**src/rtl/sport_pkg.sv**
```systemverilog
// Package: shared constants and types for the serial port.
// Assumes the control byte is eight bits wide, with the bit positions fixed below.
package sport_pkg;
    localparam int CTRL_W   = 8;
    localparam int CB_MODE9 = 7;
    localparam int CB_MPEN  = 5;
    localparam int CB_RXEN  = 4;
    localparam int CB_TB8   = 3;
    localparam int CB_RB8   = 2;
    localparam int CB_TI    = 1;
    localparam int CB_RI    = 0;

    typedef enum logic [1:0] {
        RX_IDLE  = 2'd0,
        RX_START = 2'd1,
        RX_BITS  = 2'd2
    } rx_state_t;
endpackage

```
**src/rtl/sport_tx.sv**
```systemverilog
// Transmitter: serialises a start bit, DW data bits LSB first, an optional ninth
// bit and a stop bit, with each bit held for OVS ticks. Gives a one-cycle pulse
// when the stop bit starts. Assumes the tick is a one-cycle strobe. A start request
// while busy is ignored.
module sport_tx #(
    parameter int DW  = 8,
    parameter int OVS = 16
) (
    input  logic          clk,
    input  logic          rst_n,
    input  logic          tick,
    input  logic          start,
    input  logic          mode9,
    input  logic          bit9,
    input  logic [DW-1:0] din,
    output logic          txd,
    output logic          stop_begin
);
    localparam int CW = $clog2(OVS);
    localparam int BW = $clog2(DW + 3);
    localparam logic [CW-1:0] TICK_LAST = CW'(OVS - 1);

    logic [CW-1:0] tick_q;
    logic [BW-1:0] bit_q, last_q;
    logic [DW+1:0] sh_q;
    logic          busy_q, txd_q, stop_q;

    // Frame sequencer: load on start, then shift one bit every OVS ticks.
    always_ff @(posedge clk) begin
        if (!rst_n) begin
            tick_q <= '0;
            bit_q  <= '0;
            last_q <= '0;
            sh_q   <= '1;
            busy_q <= 1'b0;
            txd_q  <= 1'b1;
            stop_q <= 1'b0;
        end else begin
            stop_q <= 1'b0;
            if (start && !busy_q) begin
                busy_q <= 1'b1;
                txd_q  <= 1'b0;
                sh_q   <= {1'b1, (mode9 ? bit9 : 1'b1), din};
                bit_q  <= '0;
                last_q <= mode9 ? BW'(DW + 2) : BW'(DW + 1);
                tick_q <= '0;
            end else if (busy_q && tick) begin
                if (tick_q == TICK_LAST) begin
                    tick_q <= '0;
                    if (bit_q == last_q) begin
                        busy_q <= 1'b0;
                        txd_q  <= 1'b1;
                    end else begin
                        txd_q  <= sh_q[0];
                        sh_q   <= {1'b1, sh_q[DW+1:1]};
                        bit_q  <= bit_q + 1'b1;
                        stop_q <= ((bit_q + 1'b1) == last_q);
                    end
                end else begin
                    tick_q <= tick_q + 1'b1;
                end
            end
        end
    end

    assign txd        = txd_q;
    assign stop_begin = stop_q;

    // The line idles high whenever no frame is in flight.
    assert_idle_line_high_R5: assert property (@(posedge clk) disable iff (!rst_n)
        !busy_q |-> txd_q);

    // The stop-begin pulse coincides with a high (stop) level on the line.
    assert_flag_at_stop_R4: assert property (@(posedge clk) disable iff (!rst_n)
        stop_q |-> txd_q);
endmodule

```
**src/rtl/sport_rx.sv**
```systemverilog
// Receiver: waits for a low level while enabled, confirms the start bit half a
// bit later, then takes one sample at the centre of each data, ninth and stop
// bit. Gives a one-cycle done pulse, with the fields valid in that cycle.
// Assumes rxd_s is already synchronised to clk.
module sport_rx #(
    parameter int DW  = 8,
    parameter int OVS = 16
) (
    input  logic          clk,
    input  logic          rst_n,
    input  logic          tick,
    input  logic          rxd_s,
    input  logic          en,
    input  logic          mode9,
    output logic          done,
    output logic [DW-1:0] data,
    output logic          bit9,
    output logic          stopb
);
    import sport_pkg::*;

    localparam int CW = $clog2(OVS);
    localparam int BW = $clog2(DW + 3);
    localparam logic [CW-1:0] TICK_LAST = CW'(OVS - 1);
    localparam logic [CW-1:0] TICK_HALF = CW'(OVS / 2 - 1);

    rx_state_t     state_q;
    logic [CW-1:0] cnt_q;
    logic [BW-1:0] idx_q;
    logic [DW+1:0] sh_q;
    logic          mode_q, done_q;

    wire [BW-1:0] idx_last = mode_q ? BW'(DW + 1) : BW'(DW);

    // Frame receiver FSM: detect, confirm, then sample the centre of each bit.
    always_ff @(posedge clk) begin
        if (!rst_n) begin
            state_q <= RX_IDLE;
            cnt_q   <= '0;
            idx_q   <= '0;
            sh_q    <= '0;
            mode_q  <= 1'b0;
            done_q  <= 1'b0;
        end else begin
            done_q <= 1'b0;
            case (state_q)
                RX_IDLE: begin
                    if (en && tick && !rxd_s) begin
                        state_q <= RX_START;
                        cnt_q   <= '0;
                        mode_q  <= mode9;
                    end
                end
                RX_START: begin
                    if (tick) begin
                        if (cnt_q == TICK_HALF) begin
                            cnt_q   <= '0;
                            idx_q   <= '0;
                            state_q <= rxd_s ? RX_IDLE : RX_BITS;
                        end else begin
                            cnt_q <= cnt_q + 1'b1;
                        end
                    end
                end
                RX_BITS: begin
                    if (tick) begin
                        if (cnt_q == TICK_LAST) begin
                            cnt_q <= '0;
                            sh_q  <= {rxd_s, sh_q[DW+1:1]};
                            if (idx_q == idx_last) begin
                                done_q  <= 1'b1;
                                state_q <= RX_IDLE;
                            end else begin
                                idx_q <= idx_q + 1'b1;
                            end
                        end else begin
                            cnt_q <= cnt_q + 1'b1;
                        end
                    end
                end
                default: state_q <= RX_IDLE;
            endcase
        end
    end

    assign done  = done_q;
    assign data  = mode_q ? sh_q[DW-1:0] : sh_q[DW:1];
    assign bit9  = sh_q[DW];
    assign stopb = sh_q[DW+1];
endmodule

```
**src/rtl/serial_port.sv**
```systemverilog
// Top level: control/status byte, receive buffer, input synchroniser and the
// accept filter that connects the receiver to the buffer. Assumes DATA_W >= 8.
// A hardware flag set takes priority over a control write in the same cycle.
module serial_port #(
    parameter int DATA_W      = 8,
    parameter int OVS         = 16,
    parameter int SYNC_STAGES = 2
) (
    input  logic              clk,
    input  logic              rst_n,
    input  logic              baud_tick,
    input  logic              reg_wr,
    input  logic              reg_sel,
    input  logic [DATA_W-1:0] reg_wdata,
    input  logic              int_en,
    input  logic              rxd,
    output logic [DATA_W-1:0] data_q,
    output logic [7:0]        ctrl_q,
    output logic              irq,
    output logic              txd
);
    import sport_pkg::*;

    logic [CTRL_W-1:0]      ctrl_r;
    logic [DATA_W-1:0]      rbuf_r;
    logic [SYNC_STAGES-1:0] sync_r;
    logic                   rx_done, rx_bit9, rx_stop, stop_begin;
    logic [DATA_W-1:0]      rx_data;

    wire ctrl_wr    = reg_wr && !reg_sel;
    wire data_wr    = reg_wr && reg_sel;
    wire rxd_s      = sync_r[SYNC_STAGES-1];
    wire accept_bit = ctrl_r[CB_MODE9] ? rx_bit9 : rx_stop;
    wire rx_load    = rx_done && !ctrl_r[CB_RI] && (!ctrl_r[CB_MPEN] || accept_bit);

    // Two-or-more flop synchroniser for the asynchronous receive line.
    generate
        if (SYNC_STAGES == 1) begin : g_sync1
            always_ff @(posedge clk) begin
                if (!rst_n) sync_r <= '1;
                else        sync_r <= rxd;
            end
        end else begin : g_syncn
            always_ff @(posedge clk) begin
                if (!rst_n) sync_r <= '1;
                else        sync_r <= {sync_r[SYNC_STAGES-2:0], rxd};
            end
        end
    endgenerate

    sport_tx #(.DW(DATA_W), .OVS(OVS)) u_tx (
        .clk        (clk),
        .rst_n      (rst_n),
        .tick       (baud_tick),
        .start      (data_wr),
        .mode9      (ctrl_r[CB_MODE9]),
        .bit9       (ctrl_r[CB_TB8]),
        .din        (reg_wdata),
        .txd        (txd),
        .stop_begin (stop_begin)
    );

    sport_rx #(.DW(DATA_W), .OVS(OVS)) u_rx (
        .clk   (clk),
        .rst_n (rst_n),
        .tick  (baud_tick),
        .rxd_s (rxd_s),
        .en    (ctrl_r[CB_RXEN]),
        .mode9 (ctrl_r[CB_MODE9]),
        .done  (rx_done),
        .data  (rx_data),
        .bit9  (rx_bit9),
        .stopb (rx_stop)
    );

    // Control byte and receive buffer: software write first, hardware sets override.
    always_ff @(posedge clk) begin
        if (!rst_n) begin
            ctrl_r <= '0;
            rbuf_r <= '0;
        end else begin
            if (ctrl_wr) ctrl_r <= reg_wdata[CTRL_W-1:0];
            if (stop_begin) ctrl_r[CB_TI] <= 1'b1;
            if (rx_load) begin
                ctrl_r[CB_RI]  <= 1'b1;
                ctrl_r[CB_RB8] <= accept_bit;
                rbuf_r         <= rx_data;
            end
        end
    end

    assign ctrl_q = ctrl_r;
    assign data_q = rbuf_r;
    assign irq    = int_en && (ctrl_r[CB_TI] || ctrl_r[CB_RI]);

    // Flags only fall after a control write.
    assert_ri_clear_by_write_R12: assert property (@(posedge clk) disable iff (!rst_n)
        $fell(ctrl_r[CB_RI]) |-> $past(ctrl_wr));
    assert_ti_clear_by_write_R12: assert property (@(posedge clk) disable iff (!rst_n)
        $fell(ctrl_r[CB_TI]) |-> $past(ctrl_wr));

    // A pending receive flag with no software write freezes the buffer.
    assert_overrun_hold_R9: assert property (@(posedge clk) disable iff (!rst_n)
        ($past(ctrl_r[CB_RI]) && !$past(ctrl_wr)) |-> $stable(rbuf_r));
endmodule

```
**config.mk**
```make
export PLATFORM = sky130hd
export DESIGN_NAME = serial_port
export DESIGN_NICKNAME = d
export VERILOG_FILES = /design/src/rtl/sport_pkg.sv /design/src/rtl/sport_tx.sv /design/src/rtl/sport_rx.sv /design/src/rtl/serial_port.sv
export SDC_FILE = /design/constraint.sdc
export NUM_CORES = 1
export LEC_CHECK = 0
export BUFFER_PORTS_ARGS = -buffer_cell sky130_fd_sc_hd__clkbuf_2
export CAP_MARGIN = 20
export CORE_MARGIN = 5
export CORE_UTILIZATION = 25
export CTS_BUF_LIST = sky130_fd_sc_hd__clkbuf_2 sky130_fd_sc_hd__clkbuf_4 sky130_fd_sc_hd__clkbuf_8
export DETAILED_ROUTE_END_ITERATION = 10
export HOLD_SLACK_MARGIN = 0.03
export PLACE_DENSITY = 0.44
export SLEW_MARGIN = 10
export SYNTH_ARGS = -nofsm -noshare
export SYNTH_HDL_FRONTEND = slang
export SYNTH_SLANG_ARGS = --single-unit
```
**constraint.sdc**
```tcl
create_clock -name clk -period 4.26 [get_ports clk]
set_clock_uncertainty 0.15 [all_clocks]
set_input_delay 0 -clock clk [delete_from_list [all_inputs] [get_ports clk]]
set_output_delay 0 -clock clk [all_outputs]
set_load 0.02 [all_outputs]
```
==> results_dict.tcl, run 1 <==
set metrics [dict create \
    path_cells "ha_1 > and3_1 > nand3_1 > or4_1 > o21ai_0" \
    cp-start-kind "register" \
    synth_seq_cells 63 \
    switching_share_pct 24.0 \
    worstSetupStartpoint "u_rx.cnt_q[0]$_SDFFE_PN0P_" \
    r2r-start "u_rx.cnt_q[0]$_SDFFE_PN0P_" \
    hpwl_um 4910 \
    viasPerCell 4.68 \
    rows 39 \
    postPlaceCellArea_mm2 0.00322 \
    slew_viol_final 0 \
    hold_violations 0 \
    dpl.cell_count 506 \
    dieArea_mm2 0.0142 \
    drc 0 \
    fin_nets 413 \
    syn_nets 375 \
    yosys-top-cells-count "dfxtp_1, nand2_1, a21oi_1" \
    numCtsBuffers 9 \
    power_switching_w 0.000316 \
    drtAntennaViolNets 0 \
    pwr-share-comb_pct 9.0 \
    num_antenna_cells 0 \
    post-route-period-util_pct 53.4 \
    crit_fanout 11 \
    min_path_type "primary input to register" \
    finalSetupViolations 0 \
    slew_headroom_pct 53.1 \
    ys.flop_type "dfxtp_1" \
    grt_pass1_wl_um 12400 \
    r2r_setup_slack_ns 1.99 \
    insertion_delay_ns 0.35 \
    core_mm2 0.0115 \
    power.density_mw_per_mm2 365 \
    p_seq_share_pct 46.5 \
    synth_area_mm2 0.00297 \
    async_reset_ff_share_pct 0 \
    grt_usage_pct 10.7 \
    intPower_w 0.00100 \
    cts_tree "built" \
    via_count 2520 \
    stdcell_count 538 \
    final_area_mm2 0.00361 \
    wl_per_cell_um 13.2 \
    clock_sinks 63 \
    seq_area_frac_synth_pct 42.5 \
    status "completed" \
    grt_pass1_vias 2421 \
    die_w_um 119 \
    drtPass1Iterations 5 \
    start_util_pct 25.8 \
    post-cts-setup-buffer-count 0 \
    hold_slack_ns 0.0673 \
    cts_max_level 3 \
    post_cts_resized 0 \
    clock.fmax_mhz 440 \
    rsz0062_at_grt "false" \
    wl_um 7100 \
    area_growth_pct 21.6 \
    syn_inst 352 \
    drive_gt1_share_pct 15.9 \
    critPathSlowestCell "or4_1" \
    hp-start "reg_wr" \
    synth.most_common_cell "dfxtp_1" \
    yosys-top-cells-area "dfxtp_1, nand2_1, mux2i_1" \
    yosysUniqueCellTypes 47 \
    die_h_um 119 \
    fillers 1218 \
    max_stage_delay_ns 0.62 \
    drt_iter0_drc 155 \
    tns_ns 0 \
    yosys_warnings 0 \
    synth_edf_count 0 \
    grt_start_max_net_pins 32 \
    ioPinCount 33 \
    fin_util_pct 31.3 \
    port_buffers 32 \
    antenna_found_initial 0 \
    critPathKind "register to register" \
    tightestPinTransition_ns 0.697 \
    clkTransAtPathRegs_ns 0.07 \
    ir_drop_mv 0.238 \
    clock_path_buffers 2 \
    period_needed_ns 2.27 \
    cts-root-buf "clkbuf_8" \
    place.gp.congestion 0.779 \
    power_frac_clock_pct 44.4 \
    end_kind "register" \
    maxCapViolCount 0 \
    grt_overflow 0 \
    cp_num_buf_inv 0 \
    synth_top_area_share_pct 42.5 \
    path_delay_family "simple AND/OR/NAND/NOR gates" \
    required_ns 4.39 \
    synth_area_leader_cell "dfxtp_1" \
    power_leakage_nw 1.35 \
    cp.arrival_ns 2.40 \
    syn_area_per_cell_um2 8.43 \
]
==> power by group through the flow <==
| stage | sequential [W] | clock (W) | combinational, W |
|---|---|---|---|
| CTS | 0.000612 | 0.000604 | 0.000120 |
| detailed placement | 0.000626 | 0 | 0.000109 |
| global route | 0.000614 | 0.000637 | 0.000134 |
| floorplan | 0.000626 | 0 | 0.0000766 |
| finish | 0.000612 | 0.000585 | 0.000119 |
| global placement | 0.000625 | 0 | 0.000109 |
==> worst min-delay path: stages <==
cell and delay, ns:
clkbuf_2 0.11, nand2b_1 0.22, nand2_1 0.14, a21oi_1 0.05
==> cell usage in the layout (no fill, tap or decap), types with 8 or more instances in the layout <==
cell type,netlist,routed
dfxtp_1,63,63
nand2_1,60,60
clkbuf_2,0,32
a21oi_1,29,29
nor2_1,24,24
nand3_1,18,18
dlygate4sd3_1,0,16
mux2i_1,15,15
nand2b_1,14,14
clkbuf_8,0,14
a211oi_1,11,11
o21ai_0,10,10
ha_1,8,8
==> path summary, 6_finish.rpt <==
| kind | to | depth (start not counted) |
|---|---|---|
| setup / recovery | u_rx.idx_q[0]$_SDFFE_PN0P_ | 5 |
| hold / removal | ctrl_q[6]$_SDFFE_PN0P_ | 4 |
| setup reg to reg | u_rx.idx_q[0]$_SDFFE_PN0P_ | 5 |
| hold reg to reg | sync_r[1]$_SDFF_PN1_ | 1 |
==> repair_timing <==
item | in CTS | in global routing
endpoints found under the hold margin | 18 | 0
setup endpoints to repair | 0 | 0
hold buffers | 16 | 0
==> registers in the layout (all words and copies together) (netlist names), 2 cells and up <==
register      cells
u_rx.sh_q        10
u_tx.sh_q         9
ctrl_q            8
data_q            8
u_rx.cnt_q        4
u_rx.idx_q        4
u_tx.bit_q        4
u_tx.tick_q       4
u_tx.last_q       3
sync_r            2
u_rx.state_q      2
==> kinds of logic (layout without fill, tap and decap cells) <==
logic type | count (synthesis) | after routing | share of synthesized area [%]
flops | 63 | 63 | 42.5
simple gates | 152 | 152 | 25.2
fa+ha+maj | 8 | 8 | 3.37
compound gates | 67 | 67 | 14.0
mux | 22 | 22 | 7.72
buf+inv | 30 | 73 | 4.30
xor+xnor | 10 | 10 | 2.95
==> stage by stage <==
| stage | setup WS [ns] | total power [W] |
|---|---|---|
| after floorplan | 2.24 | 0.000702 |
| after global placement | 2.08 | 0.000735 |
| after detailed placement | 2.00 | 0.000735 |
| after CTS | 1.98 | 0.00134 |
| after global routing | 1.82 | 0.00139 |
| final | 1.99 | 0.00132 |
==> per-layer routing <==
layer | routed length [um] | GRT usage, % | part of all wire [%]
met3 | 291 | 4.27 | 4.1
met5 | 0 | 0 | 0
met2 | 3300 | 16.8 | 47
met1 | 3420 | 13.7 | 48
met4 | 86 | 2.61 | 1.2
==> cell type report <==
type | count | area (um2) | area share [%]
repair buffers | 50 | 335 | 9.29
clock buffers | 14 | 193 | 5.34
flip-flops and latches | 63 | 1260 | 35.0
well taps | 143 | 179 | 4.96
clock inverters | 2 | 35.0 | 0.971
multi-input cells | 259 | 1580 | 43.8
inverters | 7 | 26.3 | 0.728
(Power assumes the default switching activity.)
==> inputs of run 2 (changes only) <==
--- a/config.mk
+++ b/config.mk
@@ -12,7 +12,7 @@
 export CTS_BUF_LIST = sky130_fd_sc_hd__clkbuf_2 sky130_fd_sc_hd__clkbuf_4 sky130_fd_sc_hd__clkbuf_8
 export DETAILED_ROUTE_END_ITERATION = 10
 export HOLD_SLACK_MARGIN = 0.03
-export PLACE_DENSITY = 0.44
+export PLACE_DENSITY = 0.45
 export SLEW_MARGIN = 10
 export SYNTH_ARGS = -nofsm -noshare
 export SYNTH_HDL_FRONTEND = slang
==> constraint.sdc (replaced) <==
create_clock -name clk -period 1.9 [get_ports clk]
set_clock_uncertainty 0.15 [all_clocks]
set_input_delay 0 -clock clk [delete_from_list [all_inputs] [get_ports clk]]
set_output_delay 0 -clock clk [all_outputs]
set_load 0.02 [all_outputs]
==> results_dict.tcl, run 2 (same netlist as run 1, synthesis figures left out) <==
set metrics [dict create \
    dieArea_mm2 0.0142 \
    viasPerCell 4.63 \
    regMostFlops "u_rx.sh_q" \
    hpwl_um 5360 \
    grt_start_max_net_pins 31 \
    grt_pass1_wl_um 13000 \
    drtPass1Iterations 4 \
    min_path_type "primary input to output pin" \
    port_buffers 32 \
    start_util_pct 25.8 \
    crit_fanout 6 \
    required_ns 1.99 \
    tightestPinTransition_ns 0.456 \
    drtAntennaViolNets 0 \
    via_count 2673 \
    numCtsBuffers 9 \
    drt_iter0_drc 76 \
    cp.arrival_ns 2.01 \
    mostFrequentLayoutCells "nand2_1, dfxtp_1, buf_4, clkbuf_2, a21oi_1" \
    antenna_found_initial 0 \
    place.gp.congestion 0.869 \
    insertion_delay_ns 0.35 \
    cp-start-kind "register" \
    ir_drop_mv 0.425 \
    die_w_um 119 \
    slew_headroom_pct 69.6 \
    hold_slack_ns 0.162 \
    layout_commonest_cell "nand2_1" \
    grt_pass1_vias 2674 \
    maxCapViolCount 0 \
    fin_util_pct 34.8 \
    power.density_mw_per_mm2 760 \
    drive_gt1_share_pct 25.8 \
    area_growth_pct 35.1 \
    status "finished, violations left" \
    wl_per_cell_um 13.2 \
    violations "negative setup slack" \
    grt_overflow 0 \
    wl_um 7610 \
    period_needed_ns 1.91 \
    clock.fmax_mhz 522 \
    hold_violations 0 \
    critPathKind "register to register" \
    pre_cts_ws_ns -0.0453 \
    die_h_um 119 \
    grt_usage_pct 11.4 \
    worst_slack_ns -0.0146 \
    drc 0 \
    post-route-period-util_pct 101 \
    end_kind "register" \
    cts_tree "built" \
    fin_nets 452 \
    ioPinCount 33 \
    num_antenna_cells 0 \
    clkTransAtPathRegs_ns 0.07 \
    finalSetupViolations 6 \
    clock_sinks 63 \
    cts-root-buf "clkbuf_8" \
    reg_top3 "u_rx.sh_q x10, u_tx.sh_q x9" \
    rows 39 \
    slew_viol_final 0 \
    power_leakage_nw 1.60 \
    largest_reg_flops 10 \
    rsz0062_at_grt "true" \
    clock_path_buffers 2 \
    core_mm2 0.0115 \
    cts_max_level 3 \
]
-- run 2: area by class of cell --
type / count / area, um2
Clock buffer: 12 / 146
Clock inverter: 4 / 70.1
Fill cell: 1238 / 7510
Inverter: 7 / 26.3
Multi-Input combinational cell: 259 / 1660
Sequential cell: 63 / 1270
Tap cell: 143 / 179
Timing Repair Buffer: 89 / 654
-- run 2: critical path, cell delays in order, from the launching register on --
cell,delay [ns]
dfxtp_2,0.33
xor2_1,0.17
or4_4,0.54
a21oi_4,0.19
buf_12,0.15
mux2_4,0.29
-- run 2: where the power goes --
group          total (W)  switching [W]  internal [W]
sequential       0.00137      0.0000227       0.00135
clock            0.00131       0.000529      0.000779
combinational   0.000367       0.000188      0.000179
-- run 2: through the flow --
step,total power (W),setup TNS (ns),std cells,cell area [um2]
global placement,0.00170,-0.205,538,3480
finish,0.00305,-0.0528,577,4010
CTS,0.00308,-0.190,576,3960
detailed placement,0.00170,-0.302,538,3480
global route,0.00319,-0.498,577,4010
floorplan,0.00159,-0.167,352,3000
-- run 2: final timing paths --
path / startpoint / to / slack (ns) / cells after the start
worst max-delay path: u_tx.bit_q[1]$_SDFFE_PP0P_ / u_tx.sh_q[5]$_SDFFE_PN1P_ / -0.01 / 5
worst min-delay path: int_en / irq / 0.16 / 3
worst min register to register: sync_r[0]$_SDFF_PN1_ / sync_r[1]$_SDFF_PN1_ / 0.26 / 1
worst max register to register: u_tx.bit_q[1]$_SDFFE_PP0P_ / u_tx.sh_q[5]$_SDFFE_PN1P_ / -0.01 / 5
-- run 2: metal layers --
layer | share of wire (%) | global-route usage (%) | up-vias
li1 | - | - | 1381
met1 | 47 | 13.8 | 1250
met2 | 48 | 19.0 | 32
met3 | 3.1 | 3.79 | 10
met4 | 1.6 | 3.77 | 0
met5 | 0 | 0 | -
-- run 2: what timing repair did --
| action | 4_1_cts | 5_1_grt |
|---|---|---|
| setup endpoints to repair | 9 | 14 |
| buffers inserted | 2 | 1 |
| gates resized for setup | 11 | 15 |
| pin swaps | 2 | 4 |
| endpoints found under the hold margin | 27 | 0 |
| hold buffers | 20 | 0 |
==> inputs of run 3 (changes only) <==
--- a/config.mk
+++ b/config.mk
@@ -5,15 +5,18 @@
 export SDC_FILE = /design/constraint.sdc
 export NUM_CORES = 1
 export LEC_CHECK = 0
+export ABC_AREA = 1
 export BUFFER_PORTS_ARGS = -buffer_cell sky130_fd_sc_hd__clkbuf_2
 export CAP_MARGIN = 20
 export CORE_MARGIN = 5
 export CORE_UTILIZATION = 25
 export CTS_BUF_LIST = sky130_fd_sc_hd__clkbuf_2 sky130_fd_sc_hd__clkbuf_4 sky130_fd_sc_hd__clkbuf_8
 export DETAILED_ROUTE_END_ITERATION = 10
+export GPL_ROUTABILITY_DRIVEN = 0
 export HOLD_SLACK_MARGIN = 0.03
 export PLACE_DENSITY = 0.45
 export SLEW_MARGIN = 10
 export SYNTH_ARGS = -nofsm -noshare
 export SYNTH_HDL_FRONTEND = slang
 export SYNTH_SLANG_ARGS = --single-unit
+export TNS_END_PERCENT = 20
==> results_dict.tcl, run 3 <==
set metrics [dict create \
    period_needed_ns 1.77 \
    grt_use_met3_pct 2.28 \
    rsz0062_at_grt "false" \
    grt_pass1_vias 2649 \
    mostFrequentLayoutCells "nand2_1, dfxtp_1, inv_1, a21oi_1, o21ai_0" \
    synth_top_area_share_pct 40.6 \
    met1_usage_pct 14.0 \
    drt_iter0_drc 127 \
    num_antenna_cells 0 \
    end_kind "register" \
    reg_top3 "u_rx.sh_q x10, u_tx.sh_q x9" \
    start_util_pct 25.6 \
    synth_edf_count 0 \
    required_ns 1.98 \
    cts-root-buf "clkbuf_8" \
    clock.fmax_mhz 564 \
    fillers 1332 \
    crit_fanout 5 \
    slew_headroom_pct 61.5 \
    regMostFlops "u_rx.sh_q" \
    drtAntennaViolNets 0 \
    synth_area_mm2 0.00310 \
    syn_area_per_cell_um2 7.61 \
    die_h_um 121 \
    area_growth_pct 23.5 \
    min_path_type "primary input to output pin" \
    die_w_um 121 \
    post-route-period-util_pct 93.3 \
    yosys-top-cells-area "dfxtp_1, nand2_1, a21oi_1" \
    yosys_warnings 0 \
    async_reset_ff_share_pct 0 \
    layout_commonest_cell "nand2_1" \
    grt_pass1_wl_um 12400 \
    syn_nets 431 \
    grt_usage_pct 10.5 \
    tightestPinTransition_ns 0.577 \
    dieArea_mm2 0.0147 \
    clock_path_buffers 2 \
    cp.arrival_ns 1.85 \
    port_buffers 32 \
    slew_viol_final 0 \
    yosysUniqueCellTypes 34 \
    path_cells "dlygate4sd3_1 > clkbuf_2 > inv_1 > nand2_1 > clkinvlp_4 > a21oi_1 > a21oi_1 > dlygate4sd3_1" \
    status "completed" \
    hold_violations 0 \
    ir_drop_mv 0.294 \
    maxCapViolCount 0 \
    antenna_found_initial 0 \
    viasPerCell 4.25 \
    grt_overflow 0 \
    wl_um 7280 \
    final_area_mm2 0.00383 \
    clkTransAtPathRegs_ns 0.07 \
    cp-start-kind "primary input" \
    met2_usage_pct 16.1 \
    power_leakage_nw 1.67 \
    cts_tree "built" \
    core_mm2 0.0121 \
    top_usage_layer "met2" \
    yosys-top-cells-count "nand2_1, dfxtp_1, inv_1" \
    ys.flop_type "dfxtp_1" \
    insertion_delay_ns 0.34 \
    finalSetupViolations 0 \
    clock_sinks 63 \
    syn_inst 408 \
    synth.most_common_cell "nand2_1" \
    seq_area_frac_synth_pct 40.6 \
    drtPass1Iterations 4 \
    pre_cts_ws_ns 0.168 \
    drc 0 \
    rows 40 \
    worst_slack_ns 0.127 \
    postPlaceCellArea_mm2 0.00342 \
    wl_per_cell_um 11.5 \
    critPathSlowestCell "dlygate4sd3_1" \
    drive_gt1_share_pct 22.3 \
    tns_ns 0 \
    largest_reg_flops 10 \
    synth_seq_cells 63 \
    ioPinCount 33 \
    critPathKind "primary input to register" \
    grt_start_max_net_pins 38 \
    cts_max_level 3 \
    via_count 2693 \
    max_stage_delay_ns 0.58 \
    hpwl_um 5300 \
    fin_nets 484 \
    synth_area_leader_cell "dfxtp_1" \
    numCtsBuffers 9 \
    power.density_mw_per_mm2 914 \
]
[run 3: final timing paths]
kind | depth (start not counted) | slack [ns] | to | start
worst max register to register | 4 | 0.23 | u_tx.last_q[1]$_SDFFE_PN0P_ | u_tx.busy_q$_SDFFE_PN0P_
worst min-delay path | 3 | 0.17 | irq | int_en
worst max-delay path | 8 | 0.13 | ctrl_q[1]$_SDFFE_PN0P_ | reg_sel
worst min register to register | 1 | 0.26 | sync_r[1]$_SDFF_PN1_ | sync_r[0]$_SDFF_PN1_
[run 3: stage by stage]
step / utilization [%] / instances / hold slack, ns / total power [W]
floorplan: - / 408 / -0.0434 / 0.00199
global placement: 28.2 / 600 / 0.0401 / 0.00213
detailed placement: 28.2 / 600 / 0.0402 / 0.00214
CTS: 31.4 / 632 / 0.169 / 0.00355
global route: 31.6 / 634 / 0.182 / 0.00373
finish: 31.6 / 634 / 0.166 / 0.00350
[run 3: area by class of cell]
cell class / instances / area [um2] / share of cell area (%)
Multi-Input combinational cell: 284 / 1560 / 40.7
Sequential cell: 63 / 1260 / 32.9
Timing Repair Buffer: 57 / 392 / 10.2
Tap cell: 168 / 210 / 5.48
Inverter: 46 / 176 / 4.60
Clock buffer: 13 / 166 / 4.34
Clock inverter: 3 / 65.1 / 1.70
[run 3: where the power goes]
part	leakage (nW)	switching, W	internal (W)
logic	1.04	0.000409	0.000251
clock network	0.120	0.000527	0.000839
registers	0.513	0.0000722	0.00140
total	1.67	0.00101	0.00249
[run 3: timing repair]
action,CTS,global route
endpoints found under the hold margin,34,0
resized for setup,0,3
buffers inserted,0,2
setup endpoints to repair,0,7
hold buffers,16,0
[run 3: worst max-delay path, delay by kind of cell]
kind                   cells  cell delay [ns]
buffers and inverters      5             1.42
AOI/OAI and AO/OA          2             0.21
and+or+nand+nor            1             0.22
[run 3: cells by family (layout without fill, tap and decap cells)]
| family | after synthesis | after routing | synth area share, % |
|---|---|---|---|
| fa+ha+maj | 8 | 8 | 3.22 |
| simple gates | 183 | 183 | 30.6 |
| compound gates | 86 | 86 | 14.4 |
| flops | 63 | 63 | 40.6 |
| buf+inv | 61 | 119 | 9.15 |
| xor+xnor | 7 | 7 | 1.98 |
[run 3: layer usage]
layer  part of all wire [%]  routed length, um  vias up
met2                     43               3160       39
met4                    2.1                153        0
met5                      0                  0        -
met3                    3.6                260       11
li1                       -                  -     1428
met1                     51               3700     1215
